==> src/rtl/xs3_pkg.sv <==
package xs3_pkg;

  // bit p of a non-negative constant
  function automatic logic const_bit(input int unsigned k, input int unsigned p);
    return ((k >> p) & 32'd1) != 32'd0;
  endfunction

  function automatic int unsigned pos_width(input int unsigned digit_w);
    return (digit_w > 1) ? $clog2(digit_w) : 1;
  endfunction

endpackage

==> src/rtl/xs3_state_reg.sv <==
module xs3_state_reg #(
  parameter int unsigned ST_W = 3
) (
  input  logic            clk_i,
  input  logic            rst_ni,
  input  logic [ST_W-1:0] state_d_i,
  output logic [ST_W-1:0] state_q_o
);

  always_ff @(posedge clk_i or negedge rst_ni) begin
    if (!rst_ni) state_q_o <= '0;
    else         state_q_o <= state_d_i;
  end

  always @(posedge clk_i) begin
    if (!rst_ni) a_r1_reset_start: assert (state_q_o == '0)
      else $error("state not at start during reset");
  end

endmodule

==> src/rtl/xs3_step.sv <==
module xs3_step
  import xs3_pkg::*;
#(
  parameter int unsigned DIGIT_W = 4,
  parameter int unsigned OFFSET  = 3,
  parameter int unsigned POS_W   = 2
) (
  input  logic             bit_i,
  input  logic [POS_W-1:0] pos_i,
  input  logic             carry_i,
  output logic             bit_o,
  output logic [POS_W-1:0] pos_o,
  output logic             carry_o
);

  localparam logic [POS_W-1:0] LAST_POS = POS_W'(DIGIT_W - 1);
  localparam logic             K0       = const_bit(OFFSET, 0);

  logic       legal;
  logic       k_bit;
  logic [1:0] sum;

  // a carry at position 0 is never reachable; out-of-range positions only exist
  // when DIGIT_W is not a power of two
  generate
    if ((2 ** POS_W) > DIGIT_W) begin : g_range_chk
      assign legal = (pos_i <= LAST_POS) && !((pos_i == '0) && carry_i);
    end else begin : g_full_range
      assign legal = !((pos_i == '0) && carry_i);
    end
  endgenerate

  assign k_bit = const_bit(OFFSET, 32'(pos_i));
  assign sum   = {1'b0, bit_i} + {1'b0, k_bit} + {1'b0, carry_i};

  always_comb begin
    if (!legal) begin
      bit_o   = bit_i ^ K0;
      pos_o   = '0;
      carry_o = 1'b0;
    end else if (pos_i == LAST_POS) begin
      bit_o   = sum[0];
      pos_o   = '0;
      carry_o = 1'b0;               // carry out of the top bit is dropped
    end else begin
      bit_o   = sum[0];
      pos_o   = pos_i + 1'b1;
      carry_o = sum[1];
    end
  end

endmodule

==> src/rtl/bcd_xs3_serial.sv <==
module bcd_xs3_serial
  import xs3_pkg::*;
#(
  parameter int unsigned DIGIT_W = 4,
  parameter int unsigned OFFSET  = 3
) (
  input  logic clk_i,
  input  logic rst_ni,
  input  logic bit_i,
  output logic bit_o
);

  localparam int unsigned      POS_W    = pos_width(DIGIT_W);
  localparam int unsigned      ST_W     = POS_W + 1;
  localparam logic [POS_W-1:0] LAST_POS = POS_W'(DIGIT_W - 1);

  logic [ST_W-1:0]  state_q, state_d;
  logic [POS_W-1:0] pos_q, pos_d;
  logic             carry_q, carry_d;

  assign pos_q   = state_q[POS_W-1:0];
  assign carry_q = state_q[POS_W];
  assign state_d = {carry_d, pos_d};

  xs3_state_reg #(.ST_W(ST_W)) u_state (
    .clk_i    (clk_i),
    .rst_ni   (rst_ni),
    .state_d_i(state_d),
    .state_q_o(state_q)
  );

  xs3_step #(.DIGIT_W(DIGIT_W), .OFFSET(OFFSET), .POS_W(POS_W)) u_step (
    .bit_i  (bit_i),
    .pos_i  (pos_q),
    .carry_i(carry_q),
    .bit_o  (bit_o),
    .pos_o  (pos_d),
    .carry_o(carry_d)
  );

  a_r4_wrap_to_start: assert property (@(posedge clk_i) disable iff (!rst_ni)
    (pos_q == LAST_POS) |=> (pos_q == '0 && !carry_q))
    else $error("no return to start after last bit");

  a_r2_pos_step: assert property (@(posedge clk_i) disable iff (!rst_ni)
    (pos_q != LAST_POS) |=> (pos_q == POS_W'($past(pos_q) + 1'b1)))
    else $error("bit position did not advance");

  a_r1_start_no_carry: assert property (@(posedge clk_i) disable iff (!rst_ni)
    (pos_q == '0) |-> !carry_q)
    else $error("carry pending at digit start");

  a_r3_start_inverts: assert property (@(posedge clk_i) disable iff (!rst_ni)
    (pos_q == '0) |-> (bit_o == !bit_i))
    else $error("start-state output is not the inverse of the input");

endmodule

==> config.mk <==
export PLATFORM = sky130hd
export DESIGN_NAME = bcd_xs3_serial
export DESIGN_NICKNAME = d
export VERILOG_FILES = /design/src/rtl/xs3_pkg.sv /design/src/rtl/xs3_state_reg.sv /design/src/rtl/xs3_step.sv /design/src/rtl/bcd_xs3_serial.sv
export SDC_FILE = /design/constraint.sdc
export NUM_CORES = 1
export LEC_CHECK = 0
export ABC_AREA = 1
export CAP_MARGIN = 5
export CELL_PAD_IN_SITES_DETAIL_PLACEMENT = 1
export CELL_PAD_IN_SITES_GLOBAL_PLACEMENT = 2
export CORE_AREA = 2 2 39 41
export CTS_CLUSTER_DIAMETER = 60
export CTS_CLUSTER_SIZE = 10
export DETAILED_ROUTE_END_ITERATION = 8
export DIE_AREA = 0 0 41 43
export DONT_BUFFER_PORTS = 1
export PLACE_DENSITY_LB_ADDON = 0.05
export SLEW_MARGIN = 20
export SYNTH_ARGS = -nofsm -noshare
export SYNTH_HDL_FRONTEND = slang
export SYNTH_SLANG_ARGS = --single-unit
==> constraint.sdc <==
create_clock -name clk_i -period 1.2 [get_ports clk_i]
set_clock_uncertainty 0.2 [all_clocks]
set_input_delay 0.18 -clock clk_i [delete_from_list [all_inputs] [get_ports clk_i]]
set_output_delay 0.18 -clock clk_i [all_outputs]
set_load 0.01 [all_outputs]
-- Word level (Yosys, flattened, before mapping)
Index checks and enable logic that the tools add are counted.
- register bits: 3
- input port bits: 3
- output and inout bits: 1
- logic and storage cells: 14
- add/sub/neg operators: 3
- equal/unequal tests: 1
- shifts and indexed selects: 1
- mux-type cells: 5
- bitwise operators: 1
- reduce and logical (&&, ||, !) cells: 2
- operator list (kind ; number):
    $mux 2 ; 2
    $mux 1 ; 3
    $add 1x1->2 ; 1
    $add 2x1->2 ; 1
    $add 2x1->2 const B ; 1
    $eq 2x2->1 const B ; 1
    $logic_not 2->1 ; 1
    $shr 2x2->1 const A ; 1
    $logic_and 1x1->1 ; 1
    $not 1->1 ; 1

-- Longest topological paths before layout
Gate-level depths: netlist of the first run.
- depth in word-level cells: 5
- gate-level depth with buffers: 5
- gate-level depth less buffers: 5

-- By module
From an unflattened synthesis of the first run, not the netlist that was laid out.
- cells, all modules: 22
- area total of the unflattened synthesis: 188.9 µm²
- modules (own cells, without submodules) (module ; times used ; cells each ; area each (µm²) ; seq. area each (µm²)):
    xs3_step ; 1 ; 19 ; 113.9 ; 0.0
    xs3_state_reg ; 1 ; 3 ; 75.1 ; 75.1

-- Worst setup path after synthesis of the first run
OpenSTA, ideal clock, no wires.
- path type: flip-flop to output port
- from: register u_state.state_q_o[1]
- to: output bit_o
- arrival: 1.019 ns
- required time: 0.820 ns
- setup slack: -0.199 ns
- cell stages (with the launch flop): 5
- buffers on the path: 0
- path through: dfrtp_1 inv_1 fa_1 nand2_1 nand2_1
- longest elaborated chain between the ends: 4
- elaborated cells on any way between the ends: 6
- those cells by class: add/sub: 2; shift: 1; mux: 1; reduce/logical: 2
- RTL lines (element ; RTL line ; RTL):
    start, declared ; xs3_state_reg.sv:7 ; output logic [ST_W-1:0] state_q_o
    start signal, assigned ; xs3_state_reg.sv:12 ; else state_q_o <= state_d_i;
    $shr 2x2->1 ; xs3_pkg.sv:5 ; return ((k >> p) & 32'd1) != 32'd0;
    $add 1x1->2 ; xs3_step.sv:34 ; assign sum = {1'b0, bit_i} + {1'b0, k_bit} + {1'b0, carry_i};
    $add 2x1->2 ; xs3_step.sv:34 ;
    $mux 1 * ; xs3_step.sv:37 ; if (!legal) begin
    end, declared ; bcd_xs3_serial.sv:10 ; output logic bit_o
Every way passes the cells marked *; elsewhere a longest branch is shown, timed or not.

-- Final worst setup path of the first run
Ends and elaborated chain as after synthesis.

==> impl_metrics.tcl, run 1 <==
set metrics [dict create \
    violations "setup timing" \
    cp_num_buf_inv 1 \
    place_area_um2 241.5 \
    hpwl_um 315.9 \
    crit_path_end_kind "primary output" \
    ys_warn_count 0 \
    die_h_um 43 \
    cts_max_path_buffers 2 \
    rsz0062_at_grt "yes" \
    vdd_ir_drop_max_mv 0.3784 \
    drv_slew 0 \
    grt_pass1_vias 178 \
    power.density_nw_per_um2 855.8 \
    cts_num_sinks 3 \
    tritoncts "built" \
    crit_type "flip-flop to primary output" \
    holdWs_ns 0.06384 \
    synth_edf_count 0 \
    die_w_um 41 \
    cp_slowest_cell "fa_1" \
    via_per_inst 3.294 \
    power_w 0.0002998 \
    drtIter0Drc 0 \
    worstHoldStart "bit_i" \
    rows 14 \
    wl_um 406 \
    syn_to_final_growth_pct 85.43 \
    critPathMaxFanout 2 \
    antenna_found_initial 0 \
    num_vias 168 \
    design_area_um2 350.3 \
    die-area_um2 1763 \
    wl_per_cell_um 7.961 \
    setup_viol_count_final 4 \
    clk_latency_ns 0.23 \
    path_cells "inv_2 -> fa_1 -> nand2_1 -> nand2_2" \
    worst_pin_slew_ns 0.1407 \
    rrSetupSlack_ns -0.13 \
    cp.required_ns 0.82 \
    start_util 0.1365 \
    async_flop_share 1.000 \
    portBuffers 0 \
    switching_share 0.2046 \
    grt_usage 0.06740 \
    ys_ff_latch 3 \
    synth_cells 22 \
    gr-total-overflow 0 \
    postRouteAntennaNets 0 \
    worstHoldPathCells 3 \
    ios 4 \
    clk_pin_slew_worst_paths_ns 0.03 \
    cap_violations 0 \
    setup_ws_ns -0.4353 \
    grt_pass1_wl_um 676 \
    status "finished with violations" \
    place_congestion 0.5695 \
    core_area_um2 1384 \
    yosys_most_used_dff "dfrtp_1" \
    min_to "u_state.state_q_o[2]" \
    power.leakage_nw 0.1928 \
    reg.largest.list "u_state.state_q_o (3)" \
    cts_root_buf "clkbuf_4" \
    htree_num_levels 1 \
    yosysMostFrequentCell "inv_1" \
    combPwrFrac 0.071 \
    drc 0 \
    fin_crit_ns 1.635 \
    finalHoldViolCount 0 \
    seq_power_share 0.349 \
    drive_gt1_frac 0.5429 \
    cts_buffers 3 \
    clkPwrFrac 0.579 \
    synth.area.top_cells "dfrtp_1 (40%), ha_1 (13%), inv_1 (12%)" \
    synthTopCellsByCount "inv_1 (6), nand2_1 (4), dfrtp_1 (3)" \
    grt_start_max_net_pins 4 \
    netlist_area_um2 188.9 \
    avgSynthCellArea_um2 8.588 \
    top_register "u_state.state_q_o" \
    ys_types 10 \
    regToRegEndpoint "u_state.state_q_o[0]" \
    ys_seq_area_frac 0.3974 \
    cp-start-kind "flip-flop" \
    rr_startpoint "u_state.state_q_o[1]" \
    dp_slack_ns -0.2078 \
    yosysTopAreaCellShare 0.3974 \
    power_switching_w 0.00006134 \
    slew_headroom 0.9059 \
    fin_crit_sh 1.363 \
    firstDrtPassIters 1 \
    reg2reg_depth 8 \
    synth_top_cell_by_area "dfrtp_1" \
    final_nets 42 \
    hp-class "input pin to flip-flop" \
    crit_family "adder cells" \
    clock.fmax_mhz 611.5 \
    diodes 0 \
    max_stage_delay_ns 0.49 \
    largest_register_ffs 3 \
    arrival_ns 1.26 \
    syn_nets 28 \
    p_int_w 0.0002385 \
]
## repair_timing
action	4_1_cts	5_1_grt
hold buffers	2	0
resized for setup	5	4
pin swaps	3	2
endpoints found under the setup margin	4	4
endpoints found under the hold margin	3	0
buffers inserted	2	1
## power by group through the flow
stage / Combinational [W] / Clock [W] / Sequential, W
5_1_grt: 0.0000245 / 0.000200 / 0.000105
3_5_place_dp: 0.0000153 / 0 / 0.000106
3_3_place_gp: 0.0000148 / 0 / 0.000106
6_report: 0.0000214 / 0.000174 / 0.000105
4_1_cts: 0.0000215 / 0.000184 / 0.000105
2_1_floorplan: 0.0000105 / 0 / 0.000106
## routing by layer
| metal | vias to the layer above | track usage | routed length [um] | share of wire |
|---|---|---|---|---|
| li1 | 86 | - | - | - |
| met4 | 0 | 0.1000 | 0 | 0 |
| met2 | 3 | 0.08750 | 239 | 0.59 |
| met1 | 79 | 0.05825 | 152 | 0.37 |
| met5 | - | 0 | 0 | 0 |
| met3 | 0 | 0.03141 | 14 | 0.034 |
## final cells by class
type / count / area [um^2]
Multi-Input combinational cell: 12 / 120.1
Sequential cell: 3 / 75.07
Timing Repair Buffer: 9 / 80.08
Fill cell: 169 / 1033
Clock buffer: 4 / 26.28
Tap cell: 16 / 20.02
Inverter: 7 / 28.78
## cell usage in the layout (no fill, tap or decap)
master / n
buf_4: 5
inv_1: 4
nand2_1: 3
clkbuf_4: 3
dfrtp_1: 3
inv_2: 2
nor2_2: 2
ha_4: 2
dlygate4sd3_1: 2
buf_6: 2
nand2_4: 1
inv_4: 1
nand3_1: 1
nand2_2: 1
nor2_1: 1
fa_1: 1
clkbuf_1: 1
## through the flow
stage	TNS (ns)	util	std cells
after floorplan	-0.1736	-	22
after global placement	-0.2962	0.1745	42
after detailed placement	-0.3112	0.1745	42
after CTS	-0.6862	0.2369	50
after global routing	-1.086	0.2532	51
final	-0.8150	0.2532	51
## worst register-to-register path: cells and delay by family, from the launching register on
| kind | cells | cell delay [ns] |
|---|---|---|
| flops | 1 | 0.38 |
| simple gates | 2 | 0.11 |
| fa+ha+maj | 1 | 0.14 |
| buf+inv | 5 | 0.41 |
## worst max-delay path by stage
stage	slack [ns]	to	depth (start not counted)	from
3_5_place_dp	-0.21	bit_o	4	u_state.state_q_o[1]
4_1_cts	-0.45	bit_o	4	u_state.state_q_o[1]
3_3_place_gp	-0.21	bit_o	4	u_state.state_q_o[1]
5_1_grt	-0.51	bit_o	4	u_state.state_q_o[1]
2_1_floorplan	-0.17	bit_o	4	u_state.state_q_o[1]
6_report	-0.44	bit_o	4	u_state.state_q_o[1]
## kinds of logic after synthesis
group / share of synthesized area
and+or+nand+nor: 0.2251
buffers and inverters: 0.1390
DFF: 0.3973
adders and majority gates: 0.2384
No activity file was read; power rests on OpenSTA's default activity.
==> run 2, diff against run 1 <==
Settings changed: ABC_AREA 1 to unset.
==> run 2 against run 1 <==
Effect of this change: the flow still finishes with violations (setup timing); via count shrank 14%; hold slack worse by 0.0049 ns; clock power shrank 2%; critical path type unchanged.
==> impl_metrics.tcl, run 2 <==
set metrics [dict create \
    drc 0 \
    synth.area.top_cells "dfrtp_1 (44%), ha_1 (15%), fa_1 (12%)" \
    avgSynthCellArea_um2 11.34 \
    yosysTopAreaCellShare 0.4412 \
    cts_buffers 3 \
    async_flop_share 1.000 \
    hp-class "input pin to flip-flop" \
    arrival_ns 1.37 \
    status "finished with violations" \
    netlist_area_um2 170.2 \
    reg2reg_depth 6 \
    multi_input_area_um2 137.6 \
    rsz0062_at_grt "yes" \
    cts_max_path_buffers 2 \
    endpoint "bit_o" \
    yosys_most_used_dff "dfrtp_1" \
    regArea_um2 75.07 \
    rows 14 \
    cp-start-kind "flip-flop" \
    place_congestion 0.5566 \
    dpl.cell_count 36 \
    cp_slowest_cell "fa_1" \
    slew_headroom 0.8525 \
    fin_crit_sh 1.456 \
    htree_num_levels 1 \
    rrSetupSlack_ns -0.23 \
    top_register "u_state.state_q_o" \
    wl_per_cell_um 8.378 \
    die_w_um 41 \
    ys_types 9 \
    power_w 0.0002989 \
    critPathMaxFanout 2 \
    grt_pass1_wl_um 683 \
    final_cell_mix "buf_4 (6), and2_4 (3), clkbuf_4 (3), dfrtp_1 (3)" \
    clkPwrFrac 0.569 \
    vdd_ir_drop_max_mv 0.2925 \
    fin_util 0.2586 \
    cp.required_ns 0.82 \
    postRouteAntennaNets 0 \
    synth_top_cell_by_area "dfrtp_1" \
    cap_violations 0 \
    ios 4 \
    via_per_inst 3.200 \
    synth_xor_area_frac 0 \
    drtIter0Drc 0 \
    crit_type "flip-flop to primary output" \
    power_switching_w 0.00005793 \
    core_area_um2 1384 \
    firstDrtPassIters 1 \
    synthAdderAreaFrac 0.2647 \
    combPwrFrac 0.080 \
    fillers 160 \
    die_h_um 43 \
    crit_path_end_kind "primary output" \
    syn_to_final_growth_pct 110.3 \
    syn_nets 21 \
    max_stage_delay_ns 0.50 \
    seq_power_share 0.351 \
    synthTopCellsByCount "dfrtp_1 (3), inv_1 (3), and2_1 (2), ha_1 (2)" \
    drive_gt1_frac 0.6897 \
    portBuffers 0 \
    ys_warn_count 0 \
    synth_top_family_by_area "adder cells" \
    power.density_nw_per_um2 835.4 \
    wl_um 377 \
    regToRegEndpoint "u_state.state_q_o[2]" \
    finalHoldViolCount 0 \
    layout_commonest_cell "buf_4" \
    largest_register_ffs 3 \
    clock.fmax_mhz 572.3 \
    ys_ff_latch 3 \
    path_cells "inv_2 -> fa_1 -> inv_1 -> mux2i_2" \
    grt_start_max_net_pins 4 \
    drv_slew 0 \
    power.leakage_nw 0.1692 \
    fin_crit_ns 1.747 \
    cts_root_buf "clkbuf_4" \
    violations "setup timing" \
    setup_ws_ns -0.5472 \
    synth_cells 15 \
    start_util 0.1230 \
    synthMuxAreaShare 0.05882 \
    grt_pass1_vias 179 \
    synth_edf_count 0 \
    synth_compound_area_frac 0.02941 \
    instances_no_fill 45 \
    setup_viol_count_final 4 \
    setup_total_negative_slack_ns -1.081 \
    p_int_w 0.0002410 \
    dp_slack_ns -0.3199 \
    grt_usage 0.06747 \
    rr_startpoint "u_state.state_q_o[1]" \
    clk_latency_ns 0.23 \
    num_vias 144 \
    hpwl_um 291.9 \
    critPathLaunch "u_state.state_q_o[1]" \
    antenna_found_initial 0 \
    diodes 0 \
    final_nets 36 \
    tritoncts "built" \
    worst_pin_slew_ns 0.2170 \
    switching_share 0.1938 \
    synth-simple-area-share 0.1397 \
    ys_seq_area_frac 0.4412 \
    clk_pin_slew_worst_paths_ns 0.03 \
    reg.largest.list "u_state.state_q_o (3)" \
    gr-total-overflow 0 \
    cts_num_sinks 3 \
    die-area_um2 1763 \
]
run 2: critical path, delay by kind of cell, from the launching register on:
| kind | cells | cell delay, ns |
|---|---|---|
| multiplexers | 1 | 0.20 |
| flip-flops | 1 | 0.35 |
| adder cells (fa/ha/maj) | 1 | 0.50 |
| buffers and inverters | 2 | 0.09 |
run 2: cell type report:
type | count | area share
Tap cell | 16 | 0.05594
Multi-Input combinational cell | 9 | 0.3846
Clock buffer | 4 | 0.07343
Sequential cell | 3 | 0.2098
Timing Repair Buffer | 10 | 0.2448
Inverter | 3 | 0.03147
run 2: power groups by stage:
| stage | Sequential, W | Combinational, W | Clock, W |
|---|---|---|---|
| 3_3_place_gp | 0.000106 | 0.0000149 | 0 |
| 5_1_grt | 0.000105 | 0.0000270 | 0.000195 |
| 4_1_cts | 0.000105 | 0.0000223 | 0.000181 |
| 2_1_floorplan | 0.000106 | 0.0000100 | 0 |
| 3_5_place_dp | 0.000106 | 0.0000143 | 0 |
| 6_report | 0.000105 | 0.0000240 | 0.000170 |
run 2: cell families (layout without fill, tap and decap cells):
logic type,after synthesis,in the layout
DFF,3,3
adders and majority gates,3,3
muxes,1,1
buffers and inverters,3,17
and+or+nand+nor,4,4
AOI/OAI and AO/OA,1,1
run 2: metrics by stage:
step                hold slack, ns  instance area [um^2]
finish                     0.05891                 357.8
floorplan                  -0.3156                 173.9
CTS                        0.04280                 317.8
detailed placement         -0.3155                 231.5
global route               0.06837                 357.8
global placement           -0.3155                 231.5
run 2: what timing repair did:
item                       CTS  global route
setup endpoints to repair    4             4
hold endpoints to repair     3             0
hold buffers                 2             0
setup buffers                2             2
resized for setup            6             7
pin swaps                    2             1
run 2: how the worst min path moves through the flow:
| stage | to | slack (ns) | from | depth (start not counted) |
|---|---|---|---|---|
| after global placement | u_state.state_q_o[0] | -0.32 | rst_ni | 0 |
| after CTS | u_state.state_q_o[2] | 0.04 | bit_i | 2 |
| after floorplan | u_state.state_q_o[0] | -0.32 | rst_ni | 0 |
| final | u_state.state_q_o[2] | 0.06 | bit_i | 2 |
| after global routing | u_state.state_q_o[2] | 0.07 | bit_i | 2 |
| after detailed placement | u_state.state_q_o[0] | -0.32 | rst_ni | 0 |
run 2: layer usage:
layer | GRT usage | part of all wire | wire (um)
met4 | 0.08000 | 0 | 0
met2 | 0.07813 | 0.53 | 201
met1 | 0.06818 | 0.43 | 162
met3 | 0.04712 | 0.037 | 14
met5 | 0 | 0 | 0
